`config.mk`:
```
export PLATFORM = sky130hd
export DESIGN_NAME = uib_idle_brk
export DESIGN_NICKNAME = d
export VERILOG_FILES = /design/src/rtl/uib_pkg.sv /design/src/rtl/uib_bit_phase.sv /design/src/rtl/uib_idle_track.sv /design/src/rtl/uib_tx_break.sv /design/src/rtl/uib_idle_brk.sv
export SDC_FILE = /design/constraint.sdc
export NUM_CORES = 1
export LEC_CHECK = 0
export ABC_AREA = 1
export BUFFER_PORTS_ARGS = -buffer_cell sky130_fd_sc_hd__buf_2
export CORE_MARGIN = 4
export CORE_UTILIZATION = 56
export CTS_CLUSTER_DIAMETER = 40
export DETAILED_ROUTE_END_ITERATION = 8
export GPL_ROUTABILITY_DRIVEN = 0
export PLACE_DENSITY = 0.78
export RECOVER_POWER = 50
export SLEW_MARGIN = 20
export SYNTH_ARGS = -nofsm -noshare
export SYNTH_HDL_FRONTEND = slang
export SYNTH_HIERARCHICAL = 1
export SYNTH_SLANG_ARGS = --single-unit
```
`constraint.sdc`:
```
create_clock -name clk -period 5.15 [get_ports clk]
set_input_delay 1.2875 -clock clk [delete_from_list [all_inputs] [get_ports clk]]
set_output_delay 1.2875 -clock clk [all_outputs]
set_load 0.02 [all_outputs]
```
`src/rtl/uib_pkg.sv`:
```
package uib_pkg;

    // Frame-length counter width: holds up to 12 bits per character.
    localparam int FRAME_LEN_W = 4;
    // Fixed part of a character: start + 5 data + 1 stop.
    localparam int FRAME_BASE  = 7;

    typedef struct packed {
        logic [1:0] width_code;
        logic       parity_en;
        logic       two_stop;
    } frame_fmt_t;

    function automatic logic [FRAME_LEN_W-1:0] frame_bits(frame_fmt_t f);
        return FRAME_LEN_W'(FRAME_BASE)
             + {{(FRAME_LEN_W-2){1'b0}}, f.width_code}
             + {{(FRAME_LEN_W-1){1'b0}}, f.parity_en}
             + {{(FRAME_LEN_W-1){1'b0}}, f.two_stop};
    endfunction

endpackage

```
`src/rtl/uib_bit_phase.sv`:
```
// Tracks the tick position inside the current bit period and marks the
// mid-bit sampling point. A HIGH-to-LOW step seen at a tick restarts the
// period so the sample lands in the middle of the start bit.
module uib_bit_phase #(
    parameter int TICKS_PER_BIT = 16,
    parameter int MID_TICK      = 7
) (
    input  logic clk,
    input  logic rst,
    input  logic tick,
    input  logic rx,
    output logic sample_evt,
    output logic mid_pulse
);
    localparam int CNT_W = $clog2(TICKS_PER_BIT);
    localparam logic [CNT_W-1:0] LAST_IDX = CNT_W'(TICKS_PER_BIT - 1);
    localparam logic [CNT_W-1:0] MID_IDX  = CNT_W'(MID_TICK);

    typedef struct packed {
        logic [CNT_W-1:0] cnt;
        logic             rx_prev;
        logic             pulse;
    } phase_st_t;

    phase_st_t st_d, st_q;
    logic      hit_d;

    always_comb begin
        st_d       = st_q;
        st_d.pulse = 1'b0;
        hit_d      = 1'b0;
        if (tick) begin
            if (st_q.rx_prev && !rx) begin
                st_d.cnt = '0;
            end else if (st_q.cnt == LAST_IDX) begin
                st_d.cnt = '0;
            end else begin
                st_d.cnt = st_q.cnt + 1'b1;
            end
            st_d.rx_prev = rx;
            hit_d        = (st_d.cnt == MID_IDX);
            st_d.pulse   = hit_d;
        end
    end

    always_ff @(posedge clk) begin
        if (rst) begin
            st_q.cnt     <= LAST_IDX;
            st_q.rx_prev <= 1'b1;
            st_q.pulse   <= 1'b0;
        end else begin
            st_q <= st_d;
        end
    end

    assign sample_evt = hit_d;
    assign mid_pulse  = st_q.pulse;

endmodule

```
`src/rtl/uib_idle_track.sv`:
```
// Counts idle bits and whole idle characters at each mid-bit sample and
// owns the timeout flag.
module uib_idle_track #(
    parameter int IDLE_CHARS = 4,
    parameter int LEN_W      = 4
) (
    input  logic             clk,
    input  logic             rst,
    input  logic             sample_evt,
    input  logic             rx,
    input  logic [LEN_W-1:0] frame_len,
    input  logic             rd_clr,
    output logic             flag
);
    localparam int CH_W = $clog2(IDLE_CHARS + 1);
    localparam logic [CH_W-1:0] CH_LIMIT = CH_W'(IDLE_CHARS);

    typedef struct packed {
        logic [LEN_W-1:0] bits;
        logic [CH_W-1:0]  chars;
        logic             flag;
    } idle_st_t;

    idle_st_t       st_d, st_q;
    logic           set_ev, low_ev;
    logic [LEN_W:0] bits_inc;

    always_comb begin
        st_d     = st_q;
        set_ev   = 1'b0;
        low_ev   = 1'b0;
        bits_inc = {1'b0, st_q.bits} + 1'b1;
        if (sample_evt) begin
            if (!rx) begin
                low_ev     = 1'b1;
                st_d.bits  = '0;
                st_d.chars = '0;
            end else if (bits_inc >= {1'b0, frame_len}) begin
                st_d.bits = '0;
                if (st_q.chars != CH_LIMIT) begin
                    st_d.chars = st_q.chars + 1'b1;
                    set_ev     = (st_d.chars == CH_LIMIT);
                end
            end else begin
                st_d.bits = bits_inc[LEN_W-1:0];
            end
        end
        if (set_ev) begin
            st_d.flag = 1'b1;
        end else if (low_ev || rd_clr) begin
            st_d.flag = 1'b0;
        end
    end

    always_ff @(posedge clk) begin
        if (rst) begin
            st_q <= '0;
        end else begin
            st_q <= st_d;
        end
    end

    assign flag = st_q.flag;

endmodule

```
`src/rtl/uib_tx_break.sv`:
```
// Registers the break request and masks the serializer output with it.
module uib_tx_break (
    input  logic clk,
    input  logic rst,
    input  logic brk_req,
    input  logic ser_in,
    output logic tx
);
    typedef struct packed {
        logic brk;
    } brk_st_t;

    brk_st_t st_d, st_q;

    always_comb begin
        st_d     = st_q;
        st_d.brk = brk_req;
    end

    always_ff @(posedge clk) begin
        if (rst) begin
            st_q <= '0;
        end else begin
            st_q <= st_d;
        end
    end

    assign tx = ser_in & ~st_q.brk;

endmodule

```
`src/rtl/uib_idle_brk.sv`:
```
module uib_idle_brk
    import uib_pkg::*;
#(
    parameter int TICKS_PER_BIT = 16,
    parameter int MID_TICK      = 7,
    parameter int IDLE_CHARS    = 4
) (
    input  logic       clk,
    input  logic       rst,
    input  logic       tick16,
    input  logic       rx_line,
    input  logic [1:0] width_code,
    input  logic       parity_en,
    input  logic       two_stop,
    input  logic       brk_set,
    input  logic       ser_tx,
    input  logic       rd_clr,
    output logic       idle_flag,
    output logic       mid_strobe,
    output logic       tx_out
);
    frame_fmt_t             fmt;
    logic [FRAME_LEN_W-1:0] frame_len;
    logic                   sample_evt;

    always_comb begin
        fmt.width_code = width_code;
        fmt.parity_en  = parity_en;
        fmt.two_stop   = two_stop;
        frame_len      = frame_bits(fmt);
    end

    uib_bit_phase #(
        .TICKS_PER_BIT(TICKS_PER_BIT),
        .MID_TICK     (MID_TICK)
    ) u_phase (
        .clk       (clk),
        .rst       (rst),
        .tick      (tick16),
        .rx        (rx_line),
        .sample_evt(sample_evt),
        .mid_pulse (mid_strobe)
    );

    uib_idle_track #(
        .IDLE_CHARS(IDLE_CHARS),
        .LEN_W     (FRAME_LEN_W)
    ) u_idle (
        .clk       (clk),
        .rst       (rst),
        .sample_evt(sample_evt),
        .rx        (rx_line),
        .frame_len (frame_len),
        .rd_clr    (rd_clr),
        .flag      (idle_flag)
    );

    uib_tx_break u_brk (
        .clk    (clk),
        .rst    (rst),
        .brk_req(brk_set),
        .ser_in (ser_tx),
        .tx     (tx_out)
    );

endmodule

```
# Yosys cells after proc, flatten, opt, wreduce, memory -nomap -nowiden
# Cells that the tools add are included.
[word_totals] ff_bits=15 latchBits=0 mem_bits_rw=0 mem_bits_ro=0 input_bits=11 output_inout_bits=3 word_cells=45 n_memories=0
[classes] addsub=6 mul=0 div=0 magnitude_cmp=1 eq_ne=6 shift=0 muxes=16 n_bitwise=3 n_reduce_logical=6
[op_table] op="$mux W4" n=4
[op_table] op="$mux W1" n=9
[op_table] op="$add A4 B1 Y4" n=2
[op_table] op="$mux W7" n=1
[op_table] op="$mux W3" n=2
[op_table] op="$add A4 B1 Y5 const B" n=1
[op_table] op="$ge A5 B4 Y1" n=1
[op_table] op="$add A3 B2 Y4 const A" n=1
[op_table] op="$add A4 B1 Y4 const B" n=1
[op_table] op="$eq A4 B3 Y1 const B" n=1
[op_table] op="$eq A4 B4 Y1 const B" n=1
[op_table] op="$ne A2 B1 Y1 const B" n=2
[op_table] op="$add A3 B1 Y3 const B" n=1
[op_table] op="$eq A3 B3 Y1 const B" n=1
[op_table] op="$ne A3 B3 Y1 const B" n=1
[op_table] op="$reduce_and A3 Y1" n=1
[op_table] op="$not A1 Y1" n=2
[op_table] op="$reduce_bool A2 Y1" n=1
[op_table] op="$reduce_or A2 Y1" n=1
[op_table] op="$and A1 B1 Y1" n=1
[op_table] op="$logic_and A1 B1 Y1" n=1
[op_table] op="$logic_not A1 Y1" n=1
[op_table] op="$logic_or A1 B1 Y1" n=1

# Depth between registers and ports, before layout
# Gate-level depths: netlist of run 1.
[depth] word_depth=10 ltp_mapped=20 depth_no_buf=20

# Modules after synthesis
# Netlist of run 1, hierarchy kept.
[by_module_without_submodules] module="uib_idle_track" n_inst=1 cells_per_inst=74 area_per_inst_um2=544.3 seq_area_each_um2=160.2
[by_module_without_submodules] module="uib_bit_phase" n_inst=1 cells_per_inst=41 area_per_inst_um2=297.8 seq_area_each_um2=120.1
[by_module_without_submodules] module="uib_idle_brk" n_inst=1 cells_per_inst=16 area_per_inst_um2=111.4 seq_area_each_um2=0.0
[by_module_without_submodules] module="uib_tx_break" n_inst=1 cells_per_inst=5 area_per_inst_um2=40.0 seq_area_each_um2=20.0

# Worst setup path before layout of run 1
# No wires, ideal clock.
[synth_path] path_type="input-to-reg" from="in width_code[0]" to="reg u_idle/st_q[7] in the netlist's numbering" setup_ps=70 arrival_ps=3213 required_ps=5080 setup_slack_ps=1867 path_stages=17 n_path_buf=0 path_cell_list="inv_1 -> ha_1 -> inv_1 -> ha_1 -> fa_1 -> inv_1 -> nand2_1 -> nand2_1 -> inv_1 -> ha_1 -> a21oi_1 -> nand2_1 -> nand2_2 -> nand2_4 -> nor2_4 -> nand2_1 -> a21oi_1"
[synth_between] elab_chain_cells=6
[synth_lines] item="start: declaration" line_no="uib_idle_brk.sv:12" text="input logic [1:0] width_code,"
[synth_lines] item="$add A3 B2 Y4" line_no="uib_pkg.sv:16" text="+ {{(FRAME_LEN_W-2){1'b0}}, f.width_code}"
[synth_lines] item="$add A4 B1 Y4" line_no="uib_pkg.sv:17" text="+ {{(FRAME_LEN_W-1){1'b0}}, f.parity_en}"
[synth_lines] item="$add A4 B1 Y4" line_no="uib_pkg.sv:18" text="+ {{(FRAME_LEN_W-1){1'b0}}, f.two_stop};"
[synth_lines] item="named net frame_len[2]" line_no="uib_idle_brk.sv:23" text="logic [FRAME_LEN_W-1:0] frame_len;"
[synth_lines] item="$ge A5 B4 Y1" line_no="uib_idle_track.sv:38" text="end else if (bits_inc >= {1'b0, frame_len}) begin"
[synth_lines] item="$mux W4" line_no="uib_idle_track.sv:38"
[synth_lines] item="$mux W7" line_no="uib_idle_track.sv:34" text="if (!rx) begin"
[synth_lines] item="end signal: assignment" line_no="uib_idle_track.sv:59" text="st_q <= st_d;"
[synth_lines] item="end: declaration" line_no="uib_idle_track.sv:24" text="idle_st_t st_d, st_q;"
# The timed path passes the listed nets, and every way through them passes these cells.
# A chain may end at the register's enable or synchronous reset.

# Worst setup path after layout of run 1
[layout_path] from="in width_code[0]" to="reg u_idle/st_q[5] in the netlist's numbering"
# The elaborated chain is that of the path after synthesis.

==> results.py, run 1 <==
metrics = {
    "run_status": {
        "status": "finished clean",
    },
    "placed_design": {
        "io_buffers": 13,
        "dpl.cell_count": 172,
        "place_hpwl_um": 1350,
        "postPlaceCellArea_mm2": 0.00108,
    },
    "yosys": {
        "syn-num-nets": 161,
        "synth_cell_types": 21,
        "netlist_instances": 136,
        "syn_area_per_cell_um2": 7.30,
        "yosys_register_bits": 15,
        "synth-seq-area-share": 0.302,
        "syn_area_um2": 993,
        "ys_warn_count": 6,
    },
    "timing": {
        "slew_viol_final": 0,
        "hold_viol": 0,
        "clock_skew_ns": 0.00632,
        "finalCriticalPeriod_ns": 3.26,
        "grt_setup_unrepaired": "false",
        "setup_tns_ns": 0,
        "fin_crit_sh": 0.633,
        "fmax_mhz": 307,
        "setup_viol": 0,
        "tightest_slew_ns": 0.682,
        "relSlewSlack": 0.545,
    },
    "clock_tree": {
        "hold_buffers": 0,
        "numClockSinks": 15,
        "clockRootBuffer": "clkbuf_4",
        "cts_setup_buffers": 0,
        "htree_levels": 1,
        "cts_buffers": 3,
        "cts_buffer_depth": 2,
        "tritoncts": "done",
        "clkTransAtPathRegs_ns": 0.09,
        "clock_latency_ns": 0.28,
        "cts_resized": 0,
    },
    "finish": {
        "num_antenna_cells": 0,
        "final_cells": 176,
        "final_cell_mix": "nand2_1 (33), inv_1 (24), dfxtp_1 (15), a21oi_1 (15), ha_1 (13)",
        "fin_nets": 178,
        "area_delta_synth_final_pct": 11.3,
        "fin_util": 0.694,
        "drive_gt1_frac": 0.178,
        "layout_commonest_cell": "nand2_1",
        "final_area_mm2": 0.00111,
    },
    "setup_path": {
        "start_kind": "input port",
        "crit_required_ns": 5.35,
        "worstSetupEndpointType": "flip-flop",
        "slowest_delay_ns": 0.40,
        "crit_slowest_cell": "fa_1",
        "path_cells": "buf_2 -> inv_1 -> ha_1 -> inv_1 -> ha_1 -> fa_1 -> inv_1 -> nand2_1 -> nand2_1 -> inv_1 -> ha_1 -> a21oi_1 -> nand2_1 -> nand2_2 -> nand2_4 -> nor2_4 -> nand2_1 -> a21oi_1",
        "critical_path_class": "input port to flip-flop",
        "worstPathArrival_ns": 3.46,
        "r2r_cells": 10,
        "crit_path_max_fanout": 6,
    },
    "drt": {
        "ant_nets": 0,
        "vias": 846,
        "firstDrtPassIters": 4,
        "wl_per_cell_um": 9.41,
        "drtIter0Drc": 21,
        "drc": 0,
        "routed_wl_um": 1660,
        "viasPerCell": 4.81,
    },
    "global_routing": {
        "overflow": 0,
        "antenna_found_initial": 0,
        "grt_start_max_net_pins": 16,
        "grt_pass1_wl_um": 2870,
        "grt_use_total": 0.146,
        "grt_pass1_vias": 715,
    },
    "hold_path": {
        "hold_path.class": "flip-flop to flip-flop",
        "holdPathStages": 2,
    },
    "die": {
        "io_pins": 14,
        "initial_utilization": 0.623,
        "die_height_um": 50.1,
        "die_area_mm2": 0.00251,
        "dieWidth_um": 50.1,
        "row_count": 14,
        "core_mm2": 0.00159,
    },
    "pwr": {
        "p_clk_frac": 0.290,
        "power_frac_comb": 0.174,
        "peakVddDrop_v": 0.000131,
        "power_frac_seq": 0.536,
        "switching_share": 0.284,
        "power.density_mw_per_mm2": 209,
        "total_leakage_power_nw": 0.586,
        "internal_power_uw": 165,
        "switchingPower_uw": 65.6,
    },
    "run": {
        "maxCapViolations": 0,
    },
}
-- cell families after synthesis --
kind of cell	Yosys count	synth area share
buffers and inverters	27	0.102
xor gates and xnor gates	3	0.0265
DFF	15	0.302
AOI/OAI and AO/OA	16	0.0831
and+or+nand+nor	61	0.302
adders and majority gates	14	0.184
-- cells in the mapped netlist --
cell | count | area [um^2]
ha_1 | 13 | 163
buf_1 | 1 | 3.75
nor2_1 | 4 | 15.0
nand3_1 | 7 | 35.0
a21oi_1 | 15 | 75.1
nor2_2 | 4 | 25.0
nor2_4 | 2 | 22.5
dfxtp_1 | 15 | 300
nand2_1 | 33 | 124
xor2_1 | 1 | 8.76
fa_1 | 1 | 20.0
or2_1 | 1 | 6.26
inv_2 | 2 | 7.51
nand4_1 | 3 | 18.8
nand2_2 | 4 | 25.0
o21a_1 | 1 | 7.51
nand3b_1 | 1 | 7.51
nand2_4 | 1 | 11.3
inv_1 | 24 | 90.1
xnor2_1 | 2 | 17.5
nand3_2 | 1 | 10.0
-- critical path, delay by kind of cell --
kind	cells	cell delay, ns
AND/OR/NAND/NOR	7	0.51
buffers and inverters	5	0.25
adder cells (fa/ha/maj)	4	1.15
AO/OA/AOI/OAI	2	0.27
-- state kept, by name (all words and copies together), names as in the netlist --
register,count
u_idle/st_q,7
u_brk/st_q,1
u_idle/flag,1
u_phase/mid_pulse,1
u_phase/st_q,5
-- per-stage QoR --
stage / power [mW] / hold slack [ns] / setup slack (ns)
after floorplan: 0.156 / 0.442 / 1.87
after global placement: 0.165 / 0.454 / 1.68
after detailed placement: 0.167 / 0.455 / 1.60
after CTS: 0.235 / 0.472 / 1.89
after global routing: 0.249 / 0.517 / 1.67
final: 0.231 / 0.466 / 1.89
-- per-layer routing --
metal	share of wire	routed length [um]	global-route usage	up-vias
li1	-	-	-	456
met1	0.49	811	0.188	377
met2	0.46	762	0.235	11
met3	0.042	69	0.0361	2
met5	0	0	0	-
met4	0.0078	13	0.0553	0
-- power by group through the flow --
stage / Combinational [mW] / Clock (mW) / Sequential [mW]
floorplan: 0.0296 / 0 / 0.126
CTS: 0.0408 / 0.0709 / 0.124
detailed placement: 0.0401 / 0 / 0.127
finish: 0.0402 / 0.0670 / 0.124
global placement: 0.0388 / 0 / 0.126
global route: 0.0475 / 0.0778 / 0.124
-- worst paths after layout --
| path | start | end | slack (ns) |
|---|---|---|---|
| setup / recovery | width_code[0] | u_idle/st_q[5] | 1.89 |
| hold / removal | u_phase/st_q[1] | u_phase/st_q[1] | 0.47 |
| setup reg to reg | u_idle/st_q[4] | u_idle/st_q[5] | 3.30 |
| hold reg to reg | u_phase/st_q[1] | u_phase/st_q[1] | 0.47 |
-- area by class of cell --
| class | count | area (um^2) |
|---|---|---|
| clock inverters | 1 | 5.00 |
| flip-flops and latches | 15 | 300 |
| clock buffers | 3 | 22.5 |
| well taps | 24 | 30.0 |
| fillers | 149 | 488 |
| inverters | 26 | 97.6 |
| repair buffers | 13 | 61.3 |
| multi-input cells | 94 | 589 |
(Power assumes the default switching activity.)
==> run 2, diff against run 1 <==
Settings changed: CORE_UTILIZATION 56 to 50, PLACE_DENSITY 0.78 to 0.74.
Clock period 5.15 ns to 2.9 ns, I/O delays scaled along.
==> results.py, run 2 (synthesized netlist as in run 1, its figures left out) <==
metrics = {
    "setup_path": {
        "crit_slowest_cell": "fa_1",
        "path_cells": "buf_2 -> inv_1 -> ha_1 -> inv_1 -> ha_1 -> fa_1 -> inv_1 -> nand2_1 -> nand2_1 -> inv_1 -> ha_1 -> a21oi_1 -> nand2_1 -> nand2_2 -> nand2_4 -> nor2_4 -> nand2_1 -> a21oi_1",
        "slowest_delay_ns": 0.39,
        "critical_path_class": "input port to flip-flop",
        "r2r_end": "u_idle/st_q[7]",
        "crit_required_ns": 3.12,
        "worstSetupEndpointType": "flip-flop",
        "r2r_cells": 10,
        "crit_path_max_fanout": 6,
        "worstPathArrival_ns": 2.87,
        "r2r-start": "u_idle/st_q[4]",
        "worst-r2r-setup-slack_ns": 1.04,
        "start_kind": "input port",
    },
    "placed_design": {
        "io_buffers": 13,
        "place_hpwl_um": 1400,
        "dpl_worst_slack_ns": -0.0636,
    },
    "drt": {
        "viasPerCell": 4.81,
        "wl_per_cell_um": 9.76,
        "vias": 851,
        "routed_wl_um": 1730,
        "firstDrtPassIters": 4,
        "ant_nets": 0,
        "drc": 0,
        "drtIter0Drc": 16,
    },
    "finish": {
        "largest_register_ffs": 7,
        "num_antenna_cells": 0,
        "layout_commonest_cell": "nand2_1",
        "final_cell_mix": "nand2_1 (33), inv_1 (24), dfxtp_1 (15), a21oi_1 (15), ha_1 (13)",
        "drive_gt1_frac": 0.184,
        "area_delta_synth_final_pct": 11.7,
        "largest_register": "u_idle/st_q",
        "reg_top3": "u_idle/st_q: 7 flops, u_phase/st_q: 5 flops",
        "fin_nets": 178,
    },
    "die": {
        "dieWidth_um": 52.6,
        "core_mm2": 0.00180,
        "io_pins": 14,
        "row_count": 15,
        "die_height_um": 52.6,
        "initial_utilization": 0.551,
        "die_area_mm2": 0.00276,
    },
    "clock_tree": {
        "hold_buffers": 0,
        "clockRootBuffer": "clkbuf_4",
        "tritoncts": "done",
        "clkTransAtPathRegs_ns": 0.10,
        "clock_latency_ns": 0.29,
        "cts_resized": 0,
        "numClockSinks": 15,
        "htree_levels": 1,
        "cts_setup_buffers": 0,
        "cts_buffers": 3,
        "cts_buffer_depth": 2,
    },
    "run_status": {
        "status": "finished clean",
    },
    "timing": {
        "hold_viol": 0,
        "slew_viol_final": 0,
        "fmax_mhz": 377,
        "tightest_slew_ns": 0.693,
        "relSlewSlack": 0.538,
        "fin_crit_sh": 0.913,
        "clock_skew_ns": 0.00852,
        "fin_ws_ns": 0.251,
        "grt_setup_unrepaired": "false",
        "setup_tns_ns": 0,
        "finalCriticalPeriod_ns": 2.65,
        "setup_viol": 0,
    },
    "global_routing": {
        "grt_start_max_net_pins": 16,
        "grt_pass1_vias": 832,
        "grt_use_total": 0.147,
        "overflow": 0,
        "grt_pass1_wl_um": 3040,
        "antenna_found_initial": 0,
    },
    "hold_path": {
        "holdPathStages": 2,
        "hold_path.startpoint": "u_phase/st_q[1]",
        "hold_end": "u_phase/st_q[1]",
        "hold_path.class": "flip-flop to flip-flop",
    },
    "pwr": {
        "power.density_mw_per_mm2": 371,
        "total_leakage_power_nw": 0.585,
        "peakVddDrop_v": 0.000309,
    },
    "run": {
        "maxCapViolations": 0,
    },
}
run 2: how the worst max path moves through the flow:
stage / start / to / slack (ns)
after detailed placement: width_code[0] / u_idle/st_q[6] / -0.06
final: width_code[0] / u_idle/st_q[7] / 0.25
after CTS: width_code[0] / u_idle/st_q[6] / 0.25
after global placement: width_code[0] / u_idle/st_q[6] / -0.001
after floorplan: width_code[0] / u_idle/st_q[7] / 0.18
after global routing: width_code[0] / u_idle/st_q[7] / 0.06
run 2: routing by layer:
layer  vias to the layer above  part of all wire  GRT usage
li1                        460                 -          -
met1                       373              0.45      0.155
met2                        14              0.50      0.273
met3                         4             0.037     0.0513
met4                         0             0.011     0.0383
met5                         -                 0          0
run 2: where the power goes:
part           leakage (nW)  switching, mW  total (mW)  internal, mW
registers             0.123        0.00713       0.220         0.213
logic                 0.445         0.0416      0.0707        0.0291
clock network        0.0177         0.0698       0.121        0.0513
run 2: area by class of cell:
class                   count  area [um^2]
clock inverters             1         5.00
clock buffers               3         22.5
well taps                  25         31.3
inverters                  26         97.6
multi-input cells          94          592
flip-flops and latches     15          300
fillers                   188          692
repair buffers             13         61.3
run 2: through the flow:
step / cells / power [mW] / util / instance area (um^2) / hold WS (ns)
CTS: 177 / 0.420 / 0.618 / 1110 / 0.474
finish: 177 / 0.412 / 0.616 / 1110 / 0.473
detailed placement: 173 / 0.296 / 0.603 / 1090 / 0.460
floorplan: 136 / 0.276 / - / 993 / 0.442
global placement: 173 / 0.293 / 0.603 / 1090 / 0.454
global route: 177 / 0.437 / 0.616 / 1110 / 0.512
run 2: critical path: cells and delay by family:
family | cells | cell delay [ns]
fa+ha+maj | 4 | 1.14
simple gates | 7 | 0.49
buf+inv | 5 | 0.24
compound gates | 2 | 0.25
